[src/rtl/pbw_pkg.sv]
// Package: shared default sizes for the packet boundary wrapper.
// Assumes: nothing; holds constants only.
package pbw_pkg;
    localparam int PBW_DATA_W    = 32;
    localparam int PBW_LEN_W     = 10;
    localparam int PBW_LEN_DEPTH = 3;
    localparam int PBW_ERR_W     = 32;
endpackage

[src/rtl/pbw_len_fifo.sv]
// Module: shallow queue of packet lengths.
// Assumes: push is never issued when full and pop never when empty
// (the wrapper gates both); depth need not be a power of two.
module pbw_len_fifo #(
    parameter int W     = 10,
    parameter int DEPTH = 3
) (
    input  logic                         clk,
    input  logic                         rst_n,
    input  logic                         push,
    input  logic [W-1:0]                 push_len,
    input  logic                         pop,
    output logic [W-1:0]                 head,
    output logic                         empty,
    output logic                         full,
    output logic [$clog2(DEPTH+1)-1:0]   level
);
    localparam int PW = (DEPTH > 1) ? $clog2(DEPTH) : 1;
    localparam int CW = $clog2(DEPTH + 1);

    logic [W-1:0]  slot [DEPTH];
    logic [PW-1:0] wp, rp;
    logic [CW-1:0] fill;

    // Store the incoming length in the slot under the write pointer.
    always_ff @(posedge clk) begin
        if (push) slot[wp] <= push_len;
    end

    // Advance the pointers with wrap at DEPTH and track the fill level.
    always_ff @(posedge clk) begin
        if (!rst_n) begin
            wp   <= '0;
            rp   <= '0;
            fill <= '0;
        end else begin
            if (push) wp <= (wp == PW'(DEPTH - 1)) ? '0 : wp + PW'(1);
            if (pop)  rp <= (rp == PW'(DEPTH - 1)) ? '0 : rp + PW'(1);
            fill <= fill + CW'(push) - CW'(pop);
        end
    end

    assign head  = slot[rp];
    assign empty = (fill == '0);
    assign full  = (fill == CW'(DEPTH));
    assign level = fill;

    AST_NO_PUSH_FULL: assert property (@(posedge clk) disable iff (!rst_n) full |-> !push);
    AST_NO_POP_EMPTY: assert property (@(posedge clk) disable iff (!rst_n) empty |-> !pop);
endmodule

[src/rtl/pbw_in_tracker.sv]
// Module: counts words of the packet being received and emits its length.
// Assumes: beat is a completed input handshake; counts saturate at 2^LW-1.
module pbw_in_tracker #(
    parameter int LW = 10
) (
    input  logic          clk,
    input  logic          rst_n,
    input  logic          beat,
    input  logic          beat_last,
    output logic          len_push,
    output logic [LW-1:0] len_val,
    output logic          ovf_err,
    output logic [LW-1:0] open_cnt
);
    localparam logic [LW-1:0] CNT_MAX = {LW{1'b1}};

    logic [LW-1:0] cnt;
    logic          at_max;

    // Flag saturation and form the length to store for a closing word.
    always_comb begin
        at_max   = (cnt == CNT_MAX);
        ovf_err  = beat & at_max;
        len_push = beat & beat_last;
        len_val  = at_max ? cnt : cnt + LW'(1);
    end

    // Count accepted words; restart after a closing word.
    always_ff @(posedge clk) begin
        if (!rst_n) begin
            cnt <= '0;
        end else if (beat) begin
            if (beat_last)    cnt <= '0;
            else if (!at_max) cnt <= cnt + LW'(1);
        end
    end

    assign open_cnt = cnt;

    AST_CNT_RESTART: assert property (@(posedge clk) disable iff (!rst_n) (beat && beat_last) |=> (open_cnt == '0));
endmodule

[src/rtl/pbw_out_marker.sv]
// Module: counts words leaving the core and marks the closing word.
// Assumes: the core keeps order and neither drops nor adds words.
module pbw_out_marker #(
    parameter int LW = 10
) (
    input  logic          clk,
    input  logic          rst_n,
    input  logic          beat,
    input  logic [LW-1:0] head,
    input  logic          empty,
    input  logic [LW-1:0] open_cnt,
    output logic          is_last,
    output logic          pop,
    output logic          orphan_err
);
    logic [LW-1:0] ocnt;
    logic [LW:0]   pos;
    logic          pending;

    // Compare the next word position with the head length.
    always_comb begin
        pos        = {1'b0, ocnt} + (LW+1)'(1);
        is_last    = !empty && (pos == {1'b0, head});
        pop        = beat & is_last;
        pending    = (ocnt < open_cnt);
        orphan_err = beat & empty & !pending;
    end

    // Advance the output position; restart after a marked word.
    always_ff @(posedge clk) begin
        if (!rst_n) begin
            ocnt <= '0;
        end else if (beat) begin
            if (is_last)          ocnt <= '0;
            else if (!orphan_err) ocnt <= ocnt + LW'(1);
        end
    end

    AST_ORPHAN_HOLDS: assert property (@(posedge clk) disable iff (!rst_n) orphan_err |=> $stable(ocnt));
endmodule

[src/rtl/pkt_boundary_wrapper.sv]
// Module: keeps packet boundaries across a core with no end-of-packet flag.
// Assumes: the core preserves order and word count; one clock domain.
module pkt_boundary_wrapper
    import pbw_pkg::*;
#(
    parameter int DATA_W    = PBW_DATA_W,
    parameter int LEN_W     = PBW_LEN_W,
    parameter int LEN_DEPTH = PBW_LEN_DEPTH,
    parameter int ERR_W     = PBW_ERR_W
) (
    input  logic              clk,
    input  logic              rst_n,
    input  logic [DATA_W-1:0] in_data,
    input  logic              in_valid,
    input  logic              in_last,
    output logic              in_ready,
    output logic [DATA_W-1:0] core_in_data,
    output logic              core_in_valid,
    input  logic              core_in_ready,
    input  logic [DATA_W-1:0] core_out_data,
    input  logic              core_out_valid,
    output logic              core_out_ready,
    output logic [DATA_W-1:0] out_data,
    output logic              out_valid,
    output logic              out_last,
    input  logic              out_ready,
    output logic [ERR_W-1:0]  err_count
);
    localparam int CW = $clog2(LEN_DEPTH + 1);

    logic             q_full, q_empty, q_push, q_pop;
    logic [LEN_W-1:0] q_head, q_len, open_cnt;
    logic [CW-1:0]    q_level;
    logic             in_fire, out_fire, ovf_err, orphan_err, mark;

    // Input side: strip the flag and stall while the length queue is full.
    always_comb begin
        core_in_data  = in_data;
        core_in_valid = in_valid & ~q_full;
        in_ready      = core_in_ready & ~q_full;
        in_fire       = in_valid & in_ready;
    end

    // Output side: pass the core's words through and add the flag back.
    always_comb begin
        out_data       = core_out_data;
        out_valid      = core_out_valid;
        core_out_ready = out_ready;
        out_fire       = core_out_valid & out_ready;
        out_last       = core_out_valid & mark;
    end

    pbw_in_tracker #(.LW(LEN_W)) u_in_tracker (
        .clk(clk), .rst_n(rst_n), .beat(in_fire), .beat_last(in_last),
        .len_push(q_push), .len_val(q_len), .ovf_err(ovf_err), .open_cnt(open_cnt)
    );

    pbw_len_fifo #(.W(LEN_W), .DEPTH(LEN_DEPTH)) u_len_fifo (
        .clk(clk), .rst_n(rst_n), .push(q_push), .push_len(q_len), .pop(q_pop),
        .head(q_head), .empty(q_empty), .full(q_full), .level(q_level)
    );

    pbw_out_marker #(.LW(LEN_W)) u_out_marker (
        .clk(clk), .rst_n(rst_n), .beat(out_fire), .head(q_head), .empty(q_empty),
        .open_cnt(open_cnt), .is_last(mark), .pop(q_pop), .orphan_err(orphan_err)
    );

    // Accumulate both fault kinds; both may occur in one cycle.
    always_ff @(posedge clk) begin
        if (!rst_n) err_count <= '0;
        else        err_count <= err_count + ERR_W'(ovf_err) + ERR_W'(orphan_err);
    end

    AST_LAST_POPS: assert property (@(posedge clk) disable iff (!rst_n) (out_fire && out_last && !q_push) |=> (q_level == $past(q_level) - CW'(1)));
    AST_ERR_STEP: assert property (@(posedge clk) disable iff (!rst_n) 1'b1 |=> ((err_count - $past(err_count)) <= ERR_W'(2)));
endmodule

[config.mk]
export PLATFORM = sky130hd
export DESIGN_NAME = pkt_boundary_wrapper
export DESIGN_NICKNAME = d
export VERILOG_FILES = /design/src/rtl/pbw_pkg.sv /design/src/rtl/pbw_len_fifo.sv /design/src/rtl/pbw_in_tracker.sv /design/src/rtl/pbw_out_marker.sv /design/src/rtl/pkt_boundary_wrapper.sv
export SDC_FILE = /design/constraint.sdc
export NUM_CORES = 1
export LEC_CHECK = 0
export CORE_ASPECT_RATIO = 1.1
export CORE_MARGIN = 1.5
export CORE_UTILIZATION = 25
export CTS_BUF_LIST = sky130_fd_sc_hd__clkbuf_16
export DETAILED_ROUTE_END_ITERATION = 8
export DONT_BUFFER_PORTS = 1
export GPL_ROUTABILITY_DRIVEN = 0
export SLEW_MARGIN = 20
export SYNTH_ARGS = -nofsm -noshare
export SYNTH_HDL_FRONTEND = slang
export SYNTH_SLANG_ARGS = --single-unit
[constraint.sdc]
create_clock -name clk -period 3.91 [get_ports clk]
set_clock_uncertainty 0.1 [all_clocks]
set_input_delay 0.1955 -clock clk [delete_from_list [all_inputs] [get_ports clk]]
set_output_delay 0.1955 -clock clk [all_outputs]
set_load 0.005 [all_outputs]
==> flow_summary.ini <==
[yosys]
synth_top_area_share_pct = 24.1
netlist_instances = 536
netlist_top_cells_area = dfxtp_1 (24%), edfxtp_1 (18%), buf_4 (10%), xor2_1 (5.1%), nor2_1 (4.0%)
syn_area_per_cell_um2 = 9.29
synth_area_um2 = 4980
seq_area_frac_synth_pct = 42.2
yosys.area.top_type = dfxtp_1
synth_ff_type = dfxtp_1
synth-seq-cells = 90
yosysWarnings = 0
syn_nets = 622
synth_cell_type_count = 58
async_flop_share_pct = 0
synth_edf_count = 30

[worst_setup_path]
path_max_fanout = 6
max_stage_delay_ns = 0.47
end_kind = flop
crit_arrival_ns = 3.58
critical_path_buf_inv_count = 1
startpoint_type = flop
critPathKind = flop to flop
critPathTopFamily = simple AND/OR/NAND/NOR gates
cp_cell_sequence = inv_1 -> ha_1 -> nand4_1 -> o311a_2 -> nor3_1 -> fa_1 -> ha_1 -> nand2_1 -> nor3_2 -> and4_1 -> nand3_1 -> nor3_1 -> xnor2_1 -> nor2_1
required_ns = 4.02
cpMaxStageDelayCell = o311a_2

[placed_design]
port_buffers = 0
hpwl_um = 7540
preCtsSetupSlack_ns = 0.393

[clocking]
cts_setup_buffers = 0
htree_levels = 3
numClockSinks = 90
cts.path.max_buffers = 2
cts.repair.resized = 0
path_clk_slew_ns = 0.06
clock-root-buffer = clkbuf_16
insertion_delay_ns = 0.34
cts_tree = yes
numCtsBuffers = 9
ctsHoldBuffers = 2

[power_and_ir_drop]
powerDensity_nw_per_um2 = 367
ir_worst_vdd_mv = 0.206
p_leak_nw = 1.73
power.total_w = 0.00188

[job]
maxCapViolCount = 0

[sta]
tightestPinTransition_ns = 0.572
slew_headroom_pct = 61.8
clock.fmax_mhz = 288
layout_min_cycle_time_ns = 3.47
finalCritPeriodShare_pct = 88.7
fin_ws_ns = 0.442
fin_setup_tns_ns = 0
finalSetupViolations = 0
rsz0062_at_grt = false
slew_viol_final = 0
hold_viol = 0

[global_routing]
antenna_found_initial = 0
grt_use_total_pct = 10.5
grt_overflow_total = 0
grt_pass1_wl_um = 16900
grt_max_degree = 53
first_global_vias = 3228

[route]
viasPerCell = 4.64
wl_per_cell_um = 14.2
initialDrtViolationCount = 161
wl_um = 10400
detail-route-antenna-nets = 0
vias = 3395
drc = 0
drtPass1Iterations = 4

[cells_and_area]
area_delta_synth_final_pct = 2.97
fillers = 2025
final_common_cell = dfxtp_1
num_antenna_cells = 0
nets = 565
drive_gt1_share_pct = 8.06
layout_common_cells = dfxtp_1 (60), nor2_1 (53), nand2_1 (35)

[die]
die_w_um = 138
die-area_um2 = 20800
coreArea_um2 = 19300
start_util_pct = 25.8
die_h_um = 151
num_rows = 53
io_pins = 172

[run_status]
outcome = completed

[min_path]
hp-class = input port to flop
[metrics by stage]
step / utilization (%) / std cells / instance area (um^2) / hold WS (ns)
after floorplan: - / 536 / 4980 / 0.248
after global placement: 25.0 / 713 / 4820 / 0.221
after detailed placement: 25.0 / 713 / 4820 / 0.221
after CTS: 26.6 / 731 / 5130 / 0.0474
after global routing: 26.6 / 731 / 5130 / 0.0950
final: 26.6 / 731 / 5130 / 0.0579
[flip-flops by register name, summed over array words and instances, names as in the netlist, named ones only]
signal / cells
u_len_fifo.rp: 2
u_len_fifo.level: 2
err_count: 32
u_in_tracker.open_cnt: 10
u_out_marker.ocnt: 10
u_len_fifo.slot: 30
u_len_fifo.wp: 2
[layout make-up]
class / instances / area [um^2] / area share (%)
Clock buffer: 9 / 225 / 4.39
Clock inverter: 7 / 61.3 / 1.20
Inverter: 20 / 75.1 / 1.46
Multi-Input combinational cell: 341 / 2220 / 43.3
Sequential cell: 90 / 2100 / 41.0
Tap cell: 247 / 309 / 6.03
Timing Repair Buffer: 17 / 133 / 2.59
[where the power goes]
part           switching [W]  internal [W]  total (W)
Sequential        0.00000640      0.000968   0.000975
Clock               0.000360      0.000489   0.000849
Combinational      0.0000370     0.0000186  0.0000556
Total               0.000403       0.00148    0.00188
[worst reg2reg max path: stages, from the launching register on]
cell	delay, ns
dfxtp_1	0.36
inv_1	0.11
ha_1	0.31
nand4_1	0.09
o311a_2	0.47
nor3_1	0.23
fa_1	0.25
ha_1	0.21
nand2_1	0.11
nor3_2	0.24
and4_1	0.30
nand3_1	0.17
nor3_1	0.21
xnor2_1	0.14
nor2_1	0.05
[logic make-up after synthesis]
| kind of cell | after synthesis | synth area share, % |
|---|---|---|
| DFF | 90 | 42.2 |
| adders and majority gates | 15 | 3.92 |
| buffers and inverters | 105 | 13.2 |
| AOI/OAI and AO/OA | 74 | 9.83 |
| muxes | 17 | 3.52 |
| xor gates and xnor gates | 47 | 8.27 |
| and+or+nand+nor | 188 | 19.1 |
[synthesized netlist by cell type (2+ instances only)]
library cell	count
a211oi_1	6
xnor2_1	18
nor2b_1	5
nand2_1	35
and2_1	11
ha_1	14
a21oi_1	16
nand4_1	7
dfxtp_1	60
nand3_1	27
a211o_1	2
and3_1	9
nand2b_1	3
edfxtp_1	30
xor2_1	29
inv_2	2
mux2i_1	15
o21ai_0	20
or3_1	7
a22oi_1	5
buf_2	5
buf_4	66
nor2_1	53
a31oi_1	2
nand3b_1	2
inv_1	17
nor3_1	13
clkbuf_1	13
o211ai_1	5
and4_1	8
nor3b_1	3
o31ai_1	2
[worst paths after layout]
| check | start | endpoint | slack, ns | cells past startpoint |
|---|---|---|---|---|
| hold / removal | in_last | u_in_tracker.open_cnt[4] | 0.06 | 3 |
| hold reg to reg | u_in_tracker.open_cnt[5] | u_in_tracker.open_cnt[5] | 0.39 | 2 |
| setup reg to reg | u_in_tracker.open_cnt[5] | err_count[30] | 0.44 | 14 |
| setup / recovery | u_in_tracker.open_cnt[5] | err_count[30] | 0.44 | 14 |
[routing by layer]
metal | routed length (um) | GRT usage, % | share of wire, %
met1 | 4820 | 13.7 | 46
met2 | 4750 | 16.7 | 46
met3 | 704 | 2.44 | 6.8
met4 | 140 | 4.26 | 1.3
met5 | 0 | 0 | 0
Note: power is estimated with default switching activity, not from simulation.
